==> src/rtl/i2c_am_pkg.sv <==
`timescale 1ns/1ps
package i2c_am_pkg;
    localparam int BYTE_W = 8;
    localparam int CNT_W  = $clog2(BYTE_W + 2);
    localparam int ADDR_W = 10;
    localparam logic [4:0] HDR10 = 5'b11110;

    typedef enum logic [1:0] {
        ST_IDLE,
        ST_ADR1,
        ST_ADR2,
        ST_DATA
    } am_state_e;

    typedef struct packed {
        logic      ack;
        logic      irq;
        logic      rw;
        logic      dat;
        logic      mem_set;
        logic      mem_clr;
        am_state_e nxt;
    } am_decision_t;

    typedef struct packed {
        logic start;
        logic stop;
        logic rise;
        logic fall;
        logic sda;
    } am_bus_ev_t;

    function automatic logic hdr10_hit(input logic [BYTE_W-1:0] b, input logic [1:0] hi);
        return (b[7:3] == HDR10) && (b[2:1] == hi);
    endfunction
endpackage

==> src/rtl/i2c_am_sync.sv <==
`timescale 1ns/1ps
module i2c_am_sync
    import i2c_am_pkg::*;
#(
    parameter int STAGES = 2
) (
    input  logic       clk,
    input  logic       rst,
    input  logic       scl_in,
    input  logic       sda_in,
    output am_bus_ev_t ev
);
    localparam int LINES = 2;

    logic [LINES-1:0]             raw;
    logic [LINES-1:0][STAGES-1:0] chain;
    logic [LINES-1:0]             cur;
    logic [LINES-1:0]             prev;

    assign raw = {sda_in, scl_in};

    for (genvar g = 0; g < LINES; g++) begin : g_line
        always_ff @(posedge clk) begin
            if (rst) chain[g] <= '1;
            else     chain[g] <= {chain[g][STAGES-2:0], raw[g]};
        end
        assign cur[g] = chain[g][STAGES-1];
    end

    always_ff @(posedge clk) begin
        if (rst) prev <= '1;
        else     prev <= cur;
    end

    always_comb begin
        ev.rise  = cur[0] & ~prev[0];
        ev.fall  = ~cur[0] & prev[0];
        ev.start = cur[0] & prev[0] & prev[1] & ~cur[1];
        ev.stop  = cur[0] & prev[0] & ~prev[1] & cur[1];
        ev.sda   = cur[1];
    end
endmodule

==> src/rtl/i2c_am_shift.sv <==
`timescale 1ns/1ps
module i2c_am_shift
    import i2c_am_pkg::*;
(
    input  logic              clk,
    input  logic              rst,
    input  logic              clr,
    input  logic              rise,
    input  logic              fall,
    input  logic              sda,
    output logic [BYTE_W-1:0] shreg,
    output logic              ack_begin,
    output logic              ack_end
);
    localparam logic [CNT_W-1:0] SLOT_ACK = CNT_W'(BYTE_W);
    localparam logic [CNT_W-1:0] SLOT_END = CNT_W'(BYTE_W + 1);

    logic [CNT_W-1:0] cnt;

    always_ff @(posedge clk) begin
        if (rst) begin
            cnt   <= '0;
            shreg <= '0;
        end else if (clr) begin
            cnt <= '0;
        end else if (rise) begin
            if (cnt < SLOT_ACK) begin
                shreg <= {shreg[BYTE_W-2:0], sda};
                cnt   <= cnt + 1'b1;
            end else if (cnt == SLOT_ACK) begin
                cnt <= SLOT_END;
            end
        end else if (fall && cnt == SLOT_END) begin
            cnt <= '0;
        end
    end

    assign ack_begin = fall && (cnt == SLOT_ACK);
    assign ack_end   = fall && (cnt == SLOT_END);

    a_r9_count_bounded: assert property (@(posedge clk) disable iff (rst)
        cnt <= SLOT_END);
endmodule

==> src/rtl/i2c_am_match.sv <==
`timescale 1ns/1ps
module i2c_am_match
    import i2c_am_pkg::*;
(
    input  am_state_e         st,
    input  logic              ten_bit,
    input  logic [ADDR_W-1:0] own_addr,
    input  logic [BYTE_W-1:0] rx,
    input  logic              mem10,
    input  logic              rw_q,
    output am_decision_t      dec
);
    always_comb begin
        dec = '{ack: 1'b0, irq: 1'b0, rw: 1'b0, dat: 1'b0,
                mem_set: 1'b0, mem_clr: 1'b0, nxt: ST_IDLE};
        unique case (st)
            ST_ADR1: begin
                if (!ten_bit) begin
                    if (rx[7:1] == own_addr[6:0]) begin
                        dec.ack = 1'b1;
                        dec.irq = 1'b1;
                        dec.rw  = rx[0];
                        dec.nxt = ST_DATA;
                    end else begin
                        dec.mem_clr = 1'b1;
                    end
                end else if (hdr10_hit(rx, own_addr[9:8]) && !rx[0]) begin
                    dec.ack = 1'b1;
                    dec.nxt = ST_ADR2;
                end else if (hdr10_hit(rx, own_addr[9:8]) && mem10) begin
                    dec.ack = 1'b1;
                    dec.irq = 1'b1;
                    dec.rw  = 1'b1;
                    dec.nxt = ST_DATA;
                end else begin
                    dec.mem_clr = 1'b1;
                end
            end
            ST_ADR2: begin
                if (rx == own_addr[7:0]) begin
                    dec.ack     = 1'b1;
                    dec.irq     = 1'b1;
                    dec.mem_set = 1'b1;
                    dec.nxt     = ST_DATA;
                end else begin
                    dec.mem_clr = 1'b1;
                end
            end
            ST_DATA: begin
                dec.ack = !rw_q;
                dec.dat = 1'b1;
                dec.nxt = ST_DATA;
            end
            default: dec.nxt = ST_IDLE;
        endcase
    end
endmodule

==> src/rtl/i2c_addr_match.sv <==
`timescale 1ns/1ps
module i2c_addr_match
    import i2c_am_pkg::*;
#(
    parameter int SYNC_STAGES = 2
) (
    input  logic              clk,
    input  logic              rst,
    input  logic              enable,
    input  logic              ten_bit_mode,
    input  logic [ADDR_W-1:0] own_addr,
    input  logic              stretch_en,
    input  logic              release_i,
    input  logic              scl_i,
    input  logic              sda_i,
    output logic              scl_drive_low,
    output logic              sda_drive_low,
    output logic              addressed_irq,
    output logic              irq_rw,
    output logic              byte_valid,
    output logic [BYTE_W-1:0] rx_byte
);
    am_bus_ev_t        ev;
    am_decision_t      dec;
    am_state_e         st, nxt_q;
    logic [BYTE_W-1:0] shreg;
    logic              ack_begin, ack_end;
    logic              start_g, stop_g;
    logic              pend, acked, mem10, rw_q;

    i2c_am_sync #(.STAGES(SYNC_STAGES)) u_sync (
        .clk(clk), .rst(rst), .scl_in(scl_i), .sda_in(sda_i), .ev(ev)
    );

    assign start_g = enable & ev.start;
    assign stop_g  = enable & ev.stop;

    i2c_am_shift u_shift (
        .clk(clk), .rst(rst), .clr(start_g), .rise(ev.rise), .fall(ev.fall),
        .sda(ev.sda), .shreg(shreg), .ack_begin(ack_begin), .ack_end(ack_end)
    );

    i2c_am_match u_match (
        .st(st), .ten_bit(ten_bit_mode), .own_addr(own_addr), .rx(shreg),
        .mem10(mem10), .rw_q(rw_q), .dec(dec)
    );

    always_ff @(posedge clk) begin
        if (rst) begin
            st            <= ST_IDLE;
            nxt_q         <= ST_IDLE;
            pend          <= 1'b0;
            acked         <= 1'b0;
            mem10         <= 1'b0;
            rw_q          <= 1'b0;
            sda_drive_low <= 1'b0;
            scl_drive_low <= 1'b0;
            addressed_irq <= 1'b0;
            irq_rw        <= 1'b0;
            byte_valid    <= 1'b0;
            rx_byte       <= '0;
        end else begin
            addressed_irq <= 1'b0;
            byte_valid    <= 1'b0;
            if (release_i) scl_drive_low <= 1'b0;

            if (!enable || stop_g) begin
                st            <= ST_IDLE;
                pend          <= 1'b0;
                mem10         <= 1'b0;
                sda_drive_low <= 1'b0;
            end else if (start_g) begin
                st            <= ST_ADR1;
                pend          <= 1'b0;
                sda_drive_low <= 1'b0;
            end else if (ack_begin && st != ST_IDLE) begin
                pend          <= 1'b1;
                acked         <= dec.ack;
                nxt_q         <= dec.nxt;
                sda_drive_low <= dec.ack;
                addressed_irq <= dec.irq;
                if (dec.irq) begin
                    rw_q   <= dec.rw;
                    irq_rw <= dec.rw;
                end
                if (dec.mem_set) mem10 <= 1'b1;
                if (dec.mem_clr) mem10 <= 1'b0;
                if (dec.dat) begin
                    byte_valid <= 1'b1;
                    rx_byte    <= shreg;
                end
            end else if (ack_end && pend) begin
                pend          <= 1'b0;
                sda_drive_low <= 1'b0;
                st            <= nxt_q;
                if (acked && stretch_en) scl_drive_low <= 1'b1;
            end
        end
    end

    a_r1_disabled_quiet: assert property (@(posedge clk) disable iff (rst)
        !enable |=> (!sda_drive_low && !addressed_irq));
    a_r2_irq_with_ack: assert property (@(posedge clk) disable iff (rst)
        addressed_irq |-> sda_drive_low);
    a_r3_idle_released: assert property (@(posedge clk) disable iff (rst)
        (st == ST_IDLE) |-> !sda_drive_low);
    a_r6_mem_from_write: assert property (@(posedge clk) disable iff (rst)
        $rose(mem10) |-> (addressed_irq && !irq_rw));
    a_r7_stop_clears_mem: assert property (@(posedge clk) disable iff (rst)
        stop_g |=> !mem10);
    a_r8_stretch_holds: assert property (@(posedge clk) disable iff (rst)
        (scl_drive_low && !release_i) |=> scl_drive_low);
    a_r8_stretch_after_ack: assert property (@(posedge clk) disable iff (rst)
        $rose(scl_drive_low) |-> $past(ack_end));
endmodule

==> config.mk <==
export PLATFORM = sky130hd
export DESIGN_NAME = i2c_addr_match
export DESIGN_NICKNAME = d
export VERILOG_FILES = /design/src/rtl/i2c_am_pkg.sv /design/src/rtl/i2c_am_sync.sv /design/src/rtl/i2c_am_shift.sv /design/src/rtl/i2c_am_match.sv /design/src/rtl/i2c_addr_match.sv
export SDC_FILE = /design/constraint.sdc
export NUM_CORES = 1
export LEC_CHECK = 0
export ABC_AREA = 0
export CAP_MARGIN = 10
export CORE_ASPECT_RATIO = 1.5
export CORE_MARGIN = 1.5
export CORE_UTILIZATION = 52
export DETAILED_ROUTE_END_ITERATION = 10
export PLACE_DENSITY = 0.78
export SYNTH_ARGS = -nofsm -noshare
export SYNTH_HDL_FRONTEND = slang
export SYNTH_SLANG_ARGS = --single-unit
==> constraint.sdc <==
create_clock -name clk -period 1.8 [get_ports clk]
set_clock_uncertainty 0.05 [all_clocks]
set_input_delay 0.18 -clock clk [delete_from_list [all_inputs] [get_ports clk]]
set_output_delay 0.18 -clock clk [all_outputs]
set_load 0.05 [all_outputs]
==> qor.txt <==
Num CTS Buffers - 5
Yosys warning count - 0
Synth Instances - 212
ranking of synthesized cells by area - dfxtp_1, ha_1, mux2i_1
critical hold path startpoint - u_sync.chain[0]$_SDFF_PP1_
Setup CP Type - flip-flop to flip-flop
Final Util - 0.7359
DP Area - 0.002374 mm²
worst stage delay on the critical path - 510 ps
clk_lat worst skew - 290 ps
CP endpoint kind - flip-flop
setup slack, reg-to-reg - 70 ps
clock sink count - 38
CP max-delay cell - dfxtp_1
Max IR drop VDD - 0.7772 mV
status - finished, final reports clean
number of global-route vias before repair - 1690
DRC - 0
initial antenna violation count - 0
post-synth net total - 238
CP cell instances - xor2_1 -> nor4_1 -> nand2_1 -> a221oi_2 -> o211a_1 -> o21ai_1
cts hold-fix bufs - 0
min-delay worst type - flip-flop to flip-flop
register bit total from synthesis - 38
cells on worst reg2reg path - 6
most frequent cells in the layout - dfxtp_1, buf_4, clkdlybuf4s50_1
hold endpoint - u_sync.chain[1]$_SDFF_PP1_
Vias/cell - 5.397
Final Cell Area - 0.002514 mm²
RePlAce Congestion - 0.8397
TritonCTS clock tree - yes
Hold Crit Depth - 1
die footprint - 0.003968 mm²
pin count of the biggest net entering global routing - 23
Cell variety after synth - 43
FF-to-FF End - rw_q$_SDFFE_PP0P_
CORE AREA - 0.003416 mm²
Max Slew Vio Count - 0
# rows - 26
# diodes - 0
Worst Path Required - 1920 ps
post-synthesis cell area - 0.001868 mm²
global-route wire length before repair - 7383 µm
Die X - 51.94 µm
input/output buffers - 30
startpoint types - flip-flop
Buf+Inv Stages, Crit Path - 0
H-tree depth - 2
num ports - 31
Final ANT Viol Nets - 0
Starting Density - 0.5469
CP startpoint - u_shift.shreg[1]$_SDFFE_PP0P_
leakage power - 0.0009842 µW
Area Growth Syn to Fin - 34.56%
Clock Path Buffers - 2
final setup fails - 0
GRT Overall Usage - 0.2420
cell taking the most area after synthesis - dfxtp_1
worst setup margin - 73.64 ps
Fin Setup TNS - 0 ps
Fmax - 579.3 MHz
drt wl/cell - 14.11 µm
DP Wirelength - 3278 µm
commonest non-fill, non-tap cell in the layout - dfxtp_1
Synth top area share - 0.4072
final worst path period need - 1726 ps
Worst slew margin - 0.6582
initial DRC count - 32
First-pass DRT Iterations - 4
RSZ-0062 raised after global routing - true
worst-margin pin slew - 511.0 ps
mean post-synth cell area - 8.812 µm²
PD cells - 628.5 mW/mm²
Total Routed Length - 4403 µm
part of the Yosys area used for sequential elements - 0.4072
clock-pin slew on the worst setup and hold paths - 80 ps
Die Ht - 76.41 µm
Vias - 1684
Layout Nets - 295
Hold Vio Cnt, Final - 0
Placement Setup Slack - -173.6 ps
Worst EP arrival - 1850 ps
period utilization - 0.9591
share of cells above drive strength 1 - 0.2185
cell family with most CP delay - compound AO/OA/AOI/OAI gates
Overflow after GRT - 0
MaxCap Viol Count - 0
Hold WS - 361.7 ps
root buffer cell - clkbuf_8
CP max FO - 6
Worst R2R Start - u_shift.shreg[1]$_SDFFE_PP0P_
==> state kept, by name, summed over array words and instances (netlist names), 2 cells and up <==
name           count
nxt_q              2
rx_byte            8
st                 2
u_shift.cnt        4
u_shift.shreg      8
u_sync.chain       3
u_sync.prev        2
==> per-layer routing <==
metal,vias to the layer above,track usage,share of wire
li1,843,-,-
met1,791,0.2553,0.40
met2,39,0.4380,0.54
met3,11,0.05098,0.028
met4,0,0.1053,0.026
met5,-,0,0
==> through the flow <==
stage          power (µW)  std cells
2_1_floorplan       919.8        212
3_3_place_gp        992.5        302
3_5_place_dp        993.9        302
4_1_cts              1591        310
5_1_grt              1633        312
6_report             1580        312
==> logic make-up (layout without fill, tap and decap cells) <==
family	after synthesis	count (layout)	synth area share
multiplexers	10	10	0.05425
buffers and inverters	20	78	0.05291
adder cells (fa/ha/maj)	8	8	0.05359
flip-flops	38	38	0.4072
AO/OA/AOI/OAI	29	29	0.1025
XOR/XNOR	18	18	0.08439
AND/OR/NAND/NOR	89	89	0.2452
==> report_power, final <==
group	switching, µW	internal, µW
clock	297	308
combinational	53.0	72.9
sequential	4.41	845
total	354	1230
==> cells in the mapped netlist (all sizes together) <==
master  number
and3         1
or3          1
inv          9
a221oi       1
ha           8
clkbuf       6
a22oi        2
nand4        4
xnor2        8
nand3b       2
and2         1
dfxtp       38
nor3         6
o2111a       1
a41oi        1
nand3       14
nor4         3
o32ai        1
xor2        10
and4bb       1
nand2b       1
a21oi       11
nor2b        1
nand4b       3
a32o         1
nor2        20
buf          5
nand2       23
mux2         1
mux2i        9
and3b        1
o21ai        8
nor4b        1
a211o        2
or2          6
o211a        1
==> how the worst max path moves through the flow <==
stage                                 end  cells after the start  slack, ps
6_report                rw_q$_SDFFE_PP0P_                      6         70
5_1_grt             nxt_q[1]$_SDFFE_PP0P_                      7        -30
4_1_cts        sda_drive_low$_SDFFE_PP0P_                      7         20
3_5_place_dp           acked$_SDFFE_PP0P_                      8       -170
3_3_place_gp            rw_q$_SDFFE_PP0P_                      7        -80
2_1_floorplan          st[0]$_SDFFE_PP0P_                      7        190
==> timing repair <==
action	4_1_cts	5_1_grt
setup endpoints to repair	0	14
buffers inserted	0	2
gates resized for setup	0	10
endpoints found under the hold margin	0	0
==> cell type report <==
cell class | count | area [µm²]
timing repair buffer | 61 | 533.0
clock buffer | 6 | 82.58
sequential | 38 | 768.2
tap | 42 | 52.55
fill | 269 | 902.1
inverter | 9 | 33.78
clock inverter | 2 | 12.51
multi-input combinational | 154 | 1031
Note: power is estimated with default switching activity, not from simulation.
